### config.mk
export PLATFORM = sky130hd
export DESIGN_NAME = irq_flag_reg
export DESIGN_NICKNAME = d
export VERILOG_FILES = /design/src/rtl/irq_flag_pkg.sv /design/src/rtl/irq_rst_sync.sv /design/src/rtl/irq_edge_capture.sv /design/src/rtl/irq_bus_qual.sv /design/src/rtl/irq_flag_bank.sv /design/src/rtl/irq_flag_reg.sv
export SDC_FILE = /design/constraint.sdc
export NUM_CORES = 1
export LEC_CHECK = 0
export BUFFER_PORTS_ARGS = -buffer_cell sky130_fd_sc_hd__buf_2
export CAP_MARGIN = 25
export CELL_PAD_IN_SITES_DETAIL_PLACEMENT = 0
export CELL_PAD_IN_SITES_GLOBAL_PLACEMENT = 1
export CORE_MARGIN = 2
export CORE_UTILIZATION = 44
export CTS_CLUSTER_DIAMETER = 30
export CTS_CLUSTER_SIZE = 14
export DETAILED_ROUTE_END_ITERATION = 12
export GPL_TIMING_DRIVEN = 0
export PLACE_DENSITY = 0.81
export SYNTH_ARGS = -nofsm -noshare
export SYNTH_HDL_FRONTEND = slang
export SYNTH_HIERARCHICAL = 1
export SYNTH_SLANG_ARGS = --single-unit
export TNS_END_PERCENT = 10
### constraint.sdc
create_clock -name clk -period 1.75 [get_ports clk]
set_input_delay 0.35 -clock clk [delete_from_list [all_inputs] [get_ports clk]]
set_output_delay 0.35 -clock clk [all_outputs]
set_load 0.02 [all_outputs]
### src/rtl/irq_flag_pkg.sv
package irq_flag_pkg;

  // Qualified bus controls derived from the raw strobes.
  typedef struct packed {
    logic wr_pulse;   // one clock per bus write
    logic rd_en;      // read data enable
  } bus_ctl_t;

endpackage

### src/rtl/irq_rst_sync.sv
module irq_rst_sync #(
  parameter int STAGES = 2
) (
  input  logic clk,
  input  logic rst_n,
  output logic rst_sync_n
);

  logic [STAGES-1:0] chain_q;
  logic [STAGES-1:0] chain_d;

  always_comb begin
    chain_d = {chain_q[STAGES-2:0], 1'b1};
  end

  always_ff @(posedge clk or negedge rst_n) begin
    if (!rst_n) chain_q <= '0;
    else        chain_q <= chain_d;
  end

  assign rst_sync_n = chain_q[STAGES-1];

endmodule

### src/rtl/irq_edge_capture.sv
module irq_edge_capture #(
  parameter int NUM_REQ     = 8,
  parameter int SYNC_STAGES = 2
) (
  input  logic               clk,
  input  logic               rst_n,
  input  logic [NUM_REQ-1:0] req_n,
  output logic [NUM_REQ-1:0] edge_hit
);

  localparam int LAST = SYNC_STAGES - 1;

  for (genvar b = 0; b < NUM_REQ; b++) begin : g_bit
    logic [SYNC_STAGES-1:0] sync_q;
    logic [SYNC_STAGES-1:0] sync_d;
    logic                   older_q;
    logic                   older_d;

    always_comb begin
      sync_d[0] = ~req_n[b];
      for (int k = 1; k < SYNC_STAGES; k++) begin
        sync_d[k] = sync_q[k-1];
      end
      older_d = sync_q[LAST];
    end

    always_ff @(posedge clk or negedge rst_n) begin
      if (!rst_n) begin
        sync_q  <= '0;
        older_q <= 1'b0;
      end else begin
        sync_q  <= sync_d;
        older_q <= older_d;
      end
    end

    // Newer sample high, older sample low: the pin has fallen.
    assign edge_hit[b] = sync_q[LAST] & ~older_q;
  end

endmodule

### src/rtl/irq_bus_qual.sv
module irq_bus_qual
  import irq_flag_pkg::*;
(
  input  logic     clk,
  input  logic     rst_n,
  input  logic     cs,
  input  logic     wr_n,
  input  logic     rd_n,
  output bus_ctl_t ctl
);

  logic wr_req;
  logic wr_seen_q;
  logic wr_seen_d;

  always_comb begin
    wr_req       = cs & ~wr_n;
    wr_seen_d    = wr_req;
    ctl.wr_pulse = wr_req & ~wr_seen_q;
    ctl.rd_en    = cs & ~rd_n;
  end

  always_ff @(posedge clk or negedge rst_n) begin
    if (!rst_n) wr_seen_q <= 1'b0;
    else        wr_seen_q <= wr_seen_d;
  end

endmodule

### src/rtl/irq_flag_bank.sv
module irq_flag_bank #(
  parameter int NUM_REQ = 8
) (
  input  logic               clk,
  input  logic               rst_n,
  input  logic [NUM_REQ-1:0] set_i,
  input  logic               clr_en,
  input  logic [NUM_REQ-1:0] clr_mask,
  output logic [NUM_REQ-1:0] flags_o,
  output logic               irq_o
);

  logic [NUM_REQ-1:0] flags_q;
  logic [NUM_REQ-1:0] flags_d;
  logic [NUM_REQ-1:0] clr_eff;
  logic               irq_q;
  logic               irq_d;

  always_comb begin
    clr_eff = clr_en ? clr_mask : '0;
    // Clear first, then set: a coincident edge survives.
    flags_d = (flags_q & ~clr_eff) | set_i;
    irq_d   = |flags_q;
  end

  always_ff @(posedge clk or negedge rst_n) begin
    if (!rst_n) begin
      flags_q <= '0;
      irq_q   <= 1'b0;
    end else begin
      flags_q <= flags_d;
      irq_q   <= irq_d;
    end
  end

  assign flags_o = flags_q;
  assign irq_o   = irq_q;

endmodule

### src/rtl/irq_flag_reg.sv
module irq_flag_reg
  import irq_flag_pkg::*;
#(
  parameter int NUM_REQ     = 8,
  parameter int SYNC_STAGES = 2,
  parameter int RST_STAGES  = 2
) (
  input  logic               clk,
  input  logic               rst_n,
  input  logic [NUM_REQ-1:0] req_n,
  input  logic               cs,
  input  logic               wr_n,
  input  logic               rd_n,
  input  logic [NUM_REQ-1:0] wdata,
  output logic [NUM_REQ-1:0] rdata,
  output logic               rdata_oe,
  output logic               irq
);

  logic               rst_sync_n;
  logic [NUM_REQ-1:0] edge_hit;
  logic [NUM_REQ-1:0] flags;
  bus_ctl_t           bus_ctl;

  irq_rst_sync #(.STAGES(RST_STAGES)) u_rst (
    .clk        (clk),
    .rst_n      (rst_n),
    .rst_sync_n (rst_sync_n)
  );

  irq_edge_capture #(.NUM_REQ(NUM_REQ), .SYNC_STAGES(SYNC_STAGES)) u_cap (
    .clk      (clk),
    .rst_n    (rst_sync_n),
    .req_n    (req_n),
    .edge_hit (edge_hit)
  );

  irq_bus_qual u_bus (
    .clk   (clk),
    .rst_n (rst_sync_n),
    .cs    (cs),
    .wr_n  (wr_n),
    .rd_n  (rd_n),
    .ctl   (bus_ctl)
  );

  irq_flag_bank #(.NUM_REQ(NUM_REQ)) u_bank (
    .clk      (clk),
    .rst_n    (rst_sync_n),
    .set_i    (edge_hit),
    .clr_en   (bus_ctl.wr_pulse),
    .clr_mask (wdata),
    .flags_o  (flags),
    .irq_o    (irq)
  );

  assign rdata_oe = bus_ctl.rd_en;
  assign rdata    = bus_ctl.rd_en ? flags : '0;

endmodule

==> metrics.cfg, run 1 <==
[sta]
min_period_ns=1.527
setup_ws_ns=0.2234
clock_skew_ns=0.005835
slew_headroom_pct=58.57
fmax_ghz=0.6550
post-route-period-util_pct=87.24
finalSetupViolations=0
rsz0062_at_grt=false
drv_slew=0
tightest_slew_ns=0.6215
number_of_hold_slack_violations_in_the_final_timing_report=0
post_route_setup_tns_ns=0

[placed_design]
placed_cell_area_um2=1450
preCtsSetupSlack_ns=0.2274
port_buffers=30
routability_congestion=0.7126
detail_placement_hpwl_mm=1.282

[synth]
synthArstFlopShare_pct=100.0
synth_warnings=6
main_flop_type_after_synthesis=dfrtp_1
syn-cell-area_um2=1234
synth_edf_count=0
mappedNetlistNets=105
synthTopCellsByCount=36 x dfrtp_1, 9 x nand2_1
yosys_register_bits=36
main_area_contributors_after_synthesis=dfrtp_1 73%, nor2b_4 8.9%, a21o_1 4.9%
library_cell_with_the_highest_instance_count_after_synthesis=dfrtp_1
postSynthAreaPerCell_um2=14.69
synth_top_cell_by_area=dfrtp_1
yosys.area.top_type_share_pct=73.02
ys_seq_area_share_pct=73.02
synth_cell_types=11
syn_inst=84

[floorplanning]
floorplan.die_area_um2=3243
initial_core_util_pct=45.52
core-area_um2=2710
rows=19
fp.dieW_um=56.95
die_h_um=56.95
io_pins=31

[setup_path]
cp_data_arrival_time_ns=1.18
worstPathRequired_ns=1.40
crit_top_cell=buf_2
crit_chain=buf_2 > nor2b_1 > and2_1 > buf_2
timing.critical_path.to_type=output pin
critical_path_class=input port to output pin
worst-path-max-fanout=9
crit_path_max_incr_delay_ns=0.37
critical-path-slowest-cell=nor2b_1
critPathTopFamily=simple AND/OR/NAND/NOR gates
setup.worst_path.start_class=input port
timing.critical_path.buf_inv=2

[power]
intPower_mw=1.334
leakage_nw=0.7836
power_per_cell_area_nw_per_um2=1076
power.ir.vdd_worst_mv=0.8284
power_switching_mw=0.3391
power.share.switching_pct=20.27
power_frac_clock_pct=37.2
power_frac_comb_pct=7.7
proportion_of_power_drawn_by_flip_flops_and_latches_pct=55.1

[routing]
detail_route.wirelength_mm=1.752
route.antenna.remaining_nets=0
routed-via-count=675
detailroute.wirelength.met2_um=794
drc=0
detail_route.first_pass.iterations=3
drt-vias-per-instance=4.355
avgRoutedWirePerCell_um=11.30
highest_layer=met4
length_of_routed_met3_wiring_um=160
detail_route.wirelength.met1_um=759
initialDrtViolationCount=21

[min_path]
min-delay-path-class=input port to flop

[clock_tree]
clock_sinks=36
clkLatencyLatePin_ns=0.32
htree_levels=2
cts_tree=built
clkSlewWorstSetupHoldPaths_ns=0.10
ctsRootBufferMaster=clkbuf_4
number_of_cts_inserted_buffers=5
clk_path_buf_depth=2

[job]
maxcap_violations=0

[final_layout]
regArea_um2=900.9
num_antenna_cells=0
final_area_um2=1555
finish.net_count=144
post_route_cells_drive_above_1_share_pct=39.52
final_util_pct=57.39
area.growth.synth_to_final_pct=26.06
multi_input_comb_area_um2=295.3
nFillCells=243

[global_route]
grt_start_max_net_pins=22
number_of_antenna_violations_at_the_first_check_in_global_routing=0
grt-ovfl-total=0
grt_pass1_wl_mm=3.139
first_global_vias=724
globalRouteTotalUtil_pct=13.44

[outcome]
status=finished clean

-- layout by cell type, fill, tap and decap left out, drive strengths merged --
| cell | n |
|---|---|
| dfrtp | 36 |
| buf | 32 |
| nor2b | 10 |
| nand2 | 9 |
| and2 | 8 |
| a21o | 8 |
| inv | 8 |
| clkbuf | 7 |
| nor4 | 2 |
| bufinv | 1 |
| dlygate4sd3 | 1 |
| nor3b | 1 |
| conb | 1 |
-- timing repair --
item	CTS	global route
hold endpoints to repair	2	0
hold buffers	1	0
setup buffers	0	0
resized for setup	0	0
-- kinds of logic (layout without fill, tap and decap cells) --
| kind of cell | Yosys count | after routing | share of synthesized area (%) |
|---|---|---|---|
| other | 1 | 1 | 0.3040 |
| DFF | 36 | 36 | 73.02 |
| and+or+nand+nor | 30 | 30 | 18.76 |
| AOI/OAI and AO/OA | 8 | 8 | 4.868 |
| buffers and inverters | 9 | 49 | 3.043 |
-- stage by stage --
step / cells / total power [mW] / hold WS (ns)
4_1_cts: 155 / 1.706 / 0.1326
6_report: 155 / 1.673 / 0.1497
3_3_place_gp: 145 / 1.055 / 0.1356
2_1_floorplan: 84 / 1.006 / 0.05441
3_5_place_dp: 146 / 1.070 / 0.1358
5_1_grt: 155 / 1.762 / 0.1222
-- sequential cells by signal, indices dropped and copies added, names as in the netlist --
name / cells
u_bank/irq_o: 1
u_bank/flags_o: 8
u_rst/chain_q: 2
u_cap/g_bit.sync_q: 16
u_bus/wr_seen_q: 1
u_cap/g_bit.older_q: 8
-- metal layers --
| metal | GRT usage (%) | vias up |
|---|---|---|
| met1 | 16.88 | 306 |
| met3 | 7.483 | 5 |
| li1 | - | 335 |
| met2 | 19.21 | 29 |
| met5 | 0 | - |
| met4 | 5.980 | 0 |
-- power groups by stage --
stage | clock network (mW) | logic, mW | registers, mW
5_1_grt | 0.687 | 0.144 | 0.930
6_report | 0.622 | 0.129 | 0.922
3_5_place_dp | 0 | 0.130 | 0.940
2_1_floorplan | 0 | 0.0721 | 0.934
4_1_cts | 0.650 | 0.132 | 0.924
3_3_place_gp | 0 | 0.111 | 0.944
-- cell type report --
class	count	share of cell area [%]
clock inverter	1	1.931
clock buffer	7	4.183
buffer	1	0.4827
timing repair buffer	32	12.07
inverter	8	1.931
multi-input combinational	39	18.99
tap	31	2.494
sequential	36	57.92
-- worst paths after layout --
kind	start	to	slack (ns)	cells past startpoint
min in group asynchronous	u_rst/chain_q[1]	u_cap/g_bit[5].sync_q[0]	0.26	0
worst min register to register	u_rst/chain_q[1]	u_cap/g_bit[5].sync_q[0]	0.26	0
max in group asynchronous	u_rst/chain_q[1]	u_cap/g_bit[4].sync_q[0]	0.98	1
worst max register to register	u_bus/wr_seen_q	u_bank/flags_o[5]	0.71	4
worst min-delay path	req_n[5]	u_cap/g_bit[5].sync_q[0]	0.15	2
worst max-delay path	cs	rdata[3]	0.22	4
(Power assumes the default switching activity.)
==> inputs of run 2 (changes only) <==
CELL_PAD_IN_SITES_DETAIL_PLACEMENT = unset   (was 0)
CELL_PAD_IN_SITES_GLOBAL_PLACEMENT = unset   (was 1)
CORE_UTILIZATION = 54   (was 44)
==> run 2 against run 1 <==
- via count rose by 4.0%
- final cell count fell by 1.9%
- global-route usage rose by 3.7 points
- total power fell by 11%
- die area fell by 17%
- clock-buffer cell count fell by 1
- critical path depth did not move
- worst hold slack got worse by 0.0077 ns
- setup slack improved by 0.019 ns
- non-clock buffer count did not move
- critical path type unchanged
- critical endpoint is now rdata[2]
- largest cell class unchanged
==> metrics.cfg, run 2 (same netlist as run 1, synthesis figures left out) <==
[routing]
routed-via-count=702  ; was 675
detail_route.wirelength_mm=1.815  ; was 1.752 mm
initialDrtViolationCount=1  ; was 21
avgRoutedWirePerCell_um=11.94  ; was 11.30 um
route.antenna.remaining_nets=0  ; unchanged
drt-vias-per-instance=4.618  ; was 4.355
detail_route.first_pass.iterations=4  ; was 3
drc=0  ; unchanged

[sta]
post-route-period-util_pct=86.16  ; was 87.24%
post_route_setup_tns_ns=0  ; unchanged
finalSetupViolations=0  ; unchanged
rsz0062_at_grt=false  ; unchanged
slew_headroom_pct=54.18  ; was 58.57%
number_of_hold_slack_violations_in_the_final_timing_report=0  ; unchanged
fmax_ghz=0.6632  ; was 0.6550 GHz
min_period_ns=1.508  ; was 1.527 ns
tightest_slew_ns=0.6873  ; was 0.6215 ns
drv_slew=0  ; unchanged
clock_skew_ns=0.01003  ; was 0.005835 ns

[floorplanning]
io_pins=31  ; unchanged
core-area_um2=2191  ; was 2710 um^2
rows=17  ; was 19
fp.dieW_um=51.80  ; was 56.95 um
floorplan.die_area_um2=2683  ; was 3243 um^2
die_h_um=51.80  ; was 56.95 um
initial_core_util_pct=56.31  ; was 45.52%

[power]
power_switching_mw=0.3494  ; was 0.3391 mW
intPower_mw=1.146  ; was 1.334 mW
leakage_nw=0.7701  ; was 0.7836 nW
power_frac_comb_pct=8.6  ; was 7.7%
power_frac_clock_pct=29.6  ; was 37.2%
power.share.switching_pct=23.37  ; was 20.27%
power_per_cell_area_nw_per_um2=985.1  ; was 1076 nW/um^2
proportion_of_power_drawn_by_flip_flops_and_latches_pct=61.8  ; was 55.1%
power.ir.vdd_worst_mv=0.6670  ; was 0.8284 mV

[clock_tree]
clock_sinks=36  ; unchanged
post_cts_hold_buffer_count=1  ; unchanged
htree_levels=2  ; unchanged
clk_path_buf_depth=2  ; unchanged
postCtsSetupRepairBufs=0  ; unchanged
number_of_cts_inserted_buffers=5  ; unchanged
clkLatencyLatePin_ns=0.33  ; was 0.32 ns
cts.repair.resized=0  ; unchanged
clkSlewWorstSetupHoldPaths_ns=0.10  ; about the same
cts_tree=built  ; unchanged
ctsRootBufferMaster=clkbuf_4  ; unchanged

[global_route]
first_global_vias=685  ; was 724
grt-ovfl-total=0  ; unchanged
grt_pass1_wl_mm=3.015  ; was 3.139 mm
globalRouteTotalUtil_pct=17.14  ; was 13.44%
grt_start_max_net_pins=20  ; was 22
number_of_antenna_violations_at_the_first_check_in_global_routing=0  ; unchanged

[final_layout]
finish.net_count=144  ; unchanged
final_util_pct=69.27  ; was 57.39%
largest_register_ffs=16  ; unchanged
layout_commonest_cell=dfrtp_1  ; unchanged
nFillCells=161  ; was 243
layout.cells.most_common_list=36 x dfrtp_1, 30 x buf_2, 9 x nand2_1  ; unchanged
post_route_cells_drive_above_1_share_pct=39.52  ; unchanged
num_antenna_cells=0  ; unchanged
area.growth.synth_to_final_pct=23.02  ; was 26.06%
largest_register_by_flop_count=u_cap/g_bit.sync_q  ; unchanged

[job]
maxcap_violations=0  ; unchanged

[setup_path]
timing.critical_path.to_type=output pin  ; unchanged
setup.worst_path.start_class=input port  ; unchanged
crit_chain=buf_2 > nor2b_1 > and2_1 > buf_2  ; unchanged
cp_data_arrival_time_ns=1.16  ; was 1.18 ns
worst-path-max-fanout=9  ; unchanged
worstPathRequired_ns=1.40  ; about the same
crit_path_max_incr_delay_ns=0.36  ; was 0.37 ns
critical_path_class=input port to output pin  ; unchanged
critical-path-slowest-cell=nor2b_1  ; unchanged
crit_top_cell=buf_2  ; unchanged

[placed_design]
routability_congestion=0.7081  ; was 0.7126
port_buffers=30  ; unchanged
detail_placement_hpwl_mm=1.371  ; was 1.282 mm

[outcome]
status=finished clean  ; unchanged

[min_path]
min-delay-path-class=input port to flop  ; unchanged

-- run 2: worst max-delay path, delay by kind of cell --
kind / cells / cell delay (ns)
AND/OR/NAND/NOR: 2 / 0.56
buffers and inverters: 2 / 0.25
-- run 2: final cells by class --
cell class / count / area [um^2] / share of cell area [%]
plain buffers: 1 / 7.507 / 0.4946
clock buffers: 6 / 51.30 / 3.380
clock inverters: 2 / 10.01 / 0.6595
inverters: 8 / 30.03 / 1.979
multi-input cells: 39 / 295.3 / 19.46
flip-flops and latches: 36 / 900.9 / 59.36
well taps: 28 / 35.03 / 2.308
repair buffers: 32 / 187.7 / 12.37
-- run 2: per-stage QoR --
step | setup slack [ns] | hold slack, ns | area, um^2 | total power, mW | std cells
finish | 0.2422 | 0.1420 | 1518 | 1.495 | 152
global route | 0.1442 | 0.1065 | 1518 | 1.582 | 152
CTS | 0.2248 | 0.1211 | 1518 | 1.517 | 152
detailed placement | 0.2264 | 0.1359 | 1446 | 1.071 | 143
global placement | 0.2834 | 0.1351 | 1419 | 1.053 | 142
floorplan | 0.2404 | 0.05441 | 1234 | 1.006 | 84
-- run 2: path summary, 6_finish.rpt --
| check | end | cells after the start | slack, ns | startpoint |
|---|---|---|---|---|
| min | u_cap/g_bit[4].sync_q[0] | 2 | 0.14 | req_n[4] |
| min reg2reg | u_cap/g_bit[6].sync_q[1] | 0 | 0.29 | u_rst/chain_q[1] |
| max | rdata[2] | 4 | 0.24 | cs |
| min in group asynchronous | u_cap/g_bit[6].sync_q[1] | 0 | 0.29 | u_rst/chain_q[1] |
| max in group asynchronous | u_cap/g_bit[7].older_q | 1 | 0.93 | u_rst/chain_q[1] |
| max reg2reg | u_bank/flags_o[2] | 4 | 0.70 | u_bus/wr_seen_q |
-- run 2: power groups by stage --
stage,registers [mW],clock network (mW),logic (mW)
final,0.924,0.443,0.128
after global routing,0.933,0.508,0.141
after CTS,0.926,0.461,0.131
after detailed placement,0.942,0,0.129
after global placement,0.944,0,0.109
after floorplan,0.934,0,0.0721
-- run 2: layer usage --
layer,part of all wire (%),track usage [%],wire length [um]
met5,0,0,0
met4,1.4,10.53,25
met3,7.1,7.759,129
met2,51,26.92,924
met1,41,18.99,736
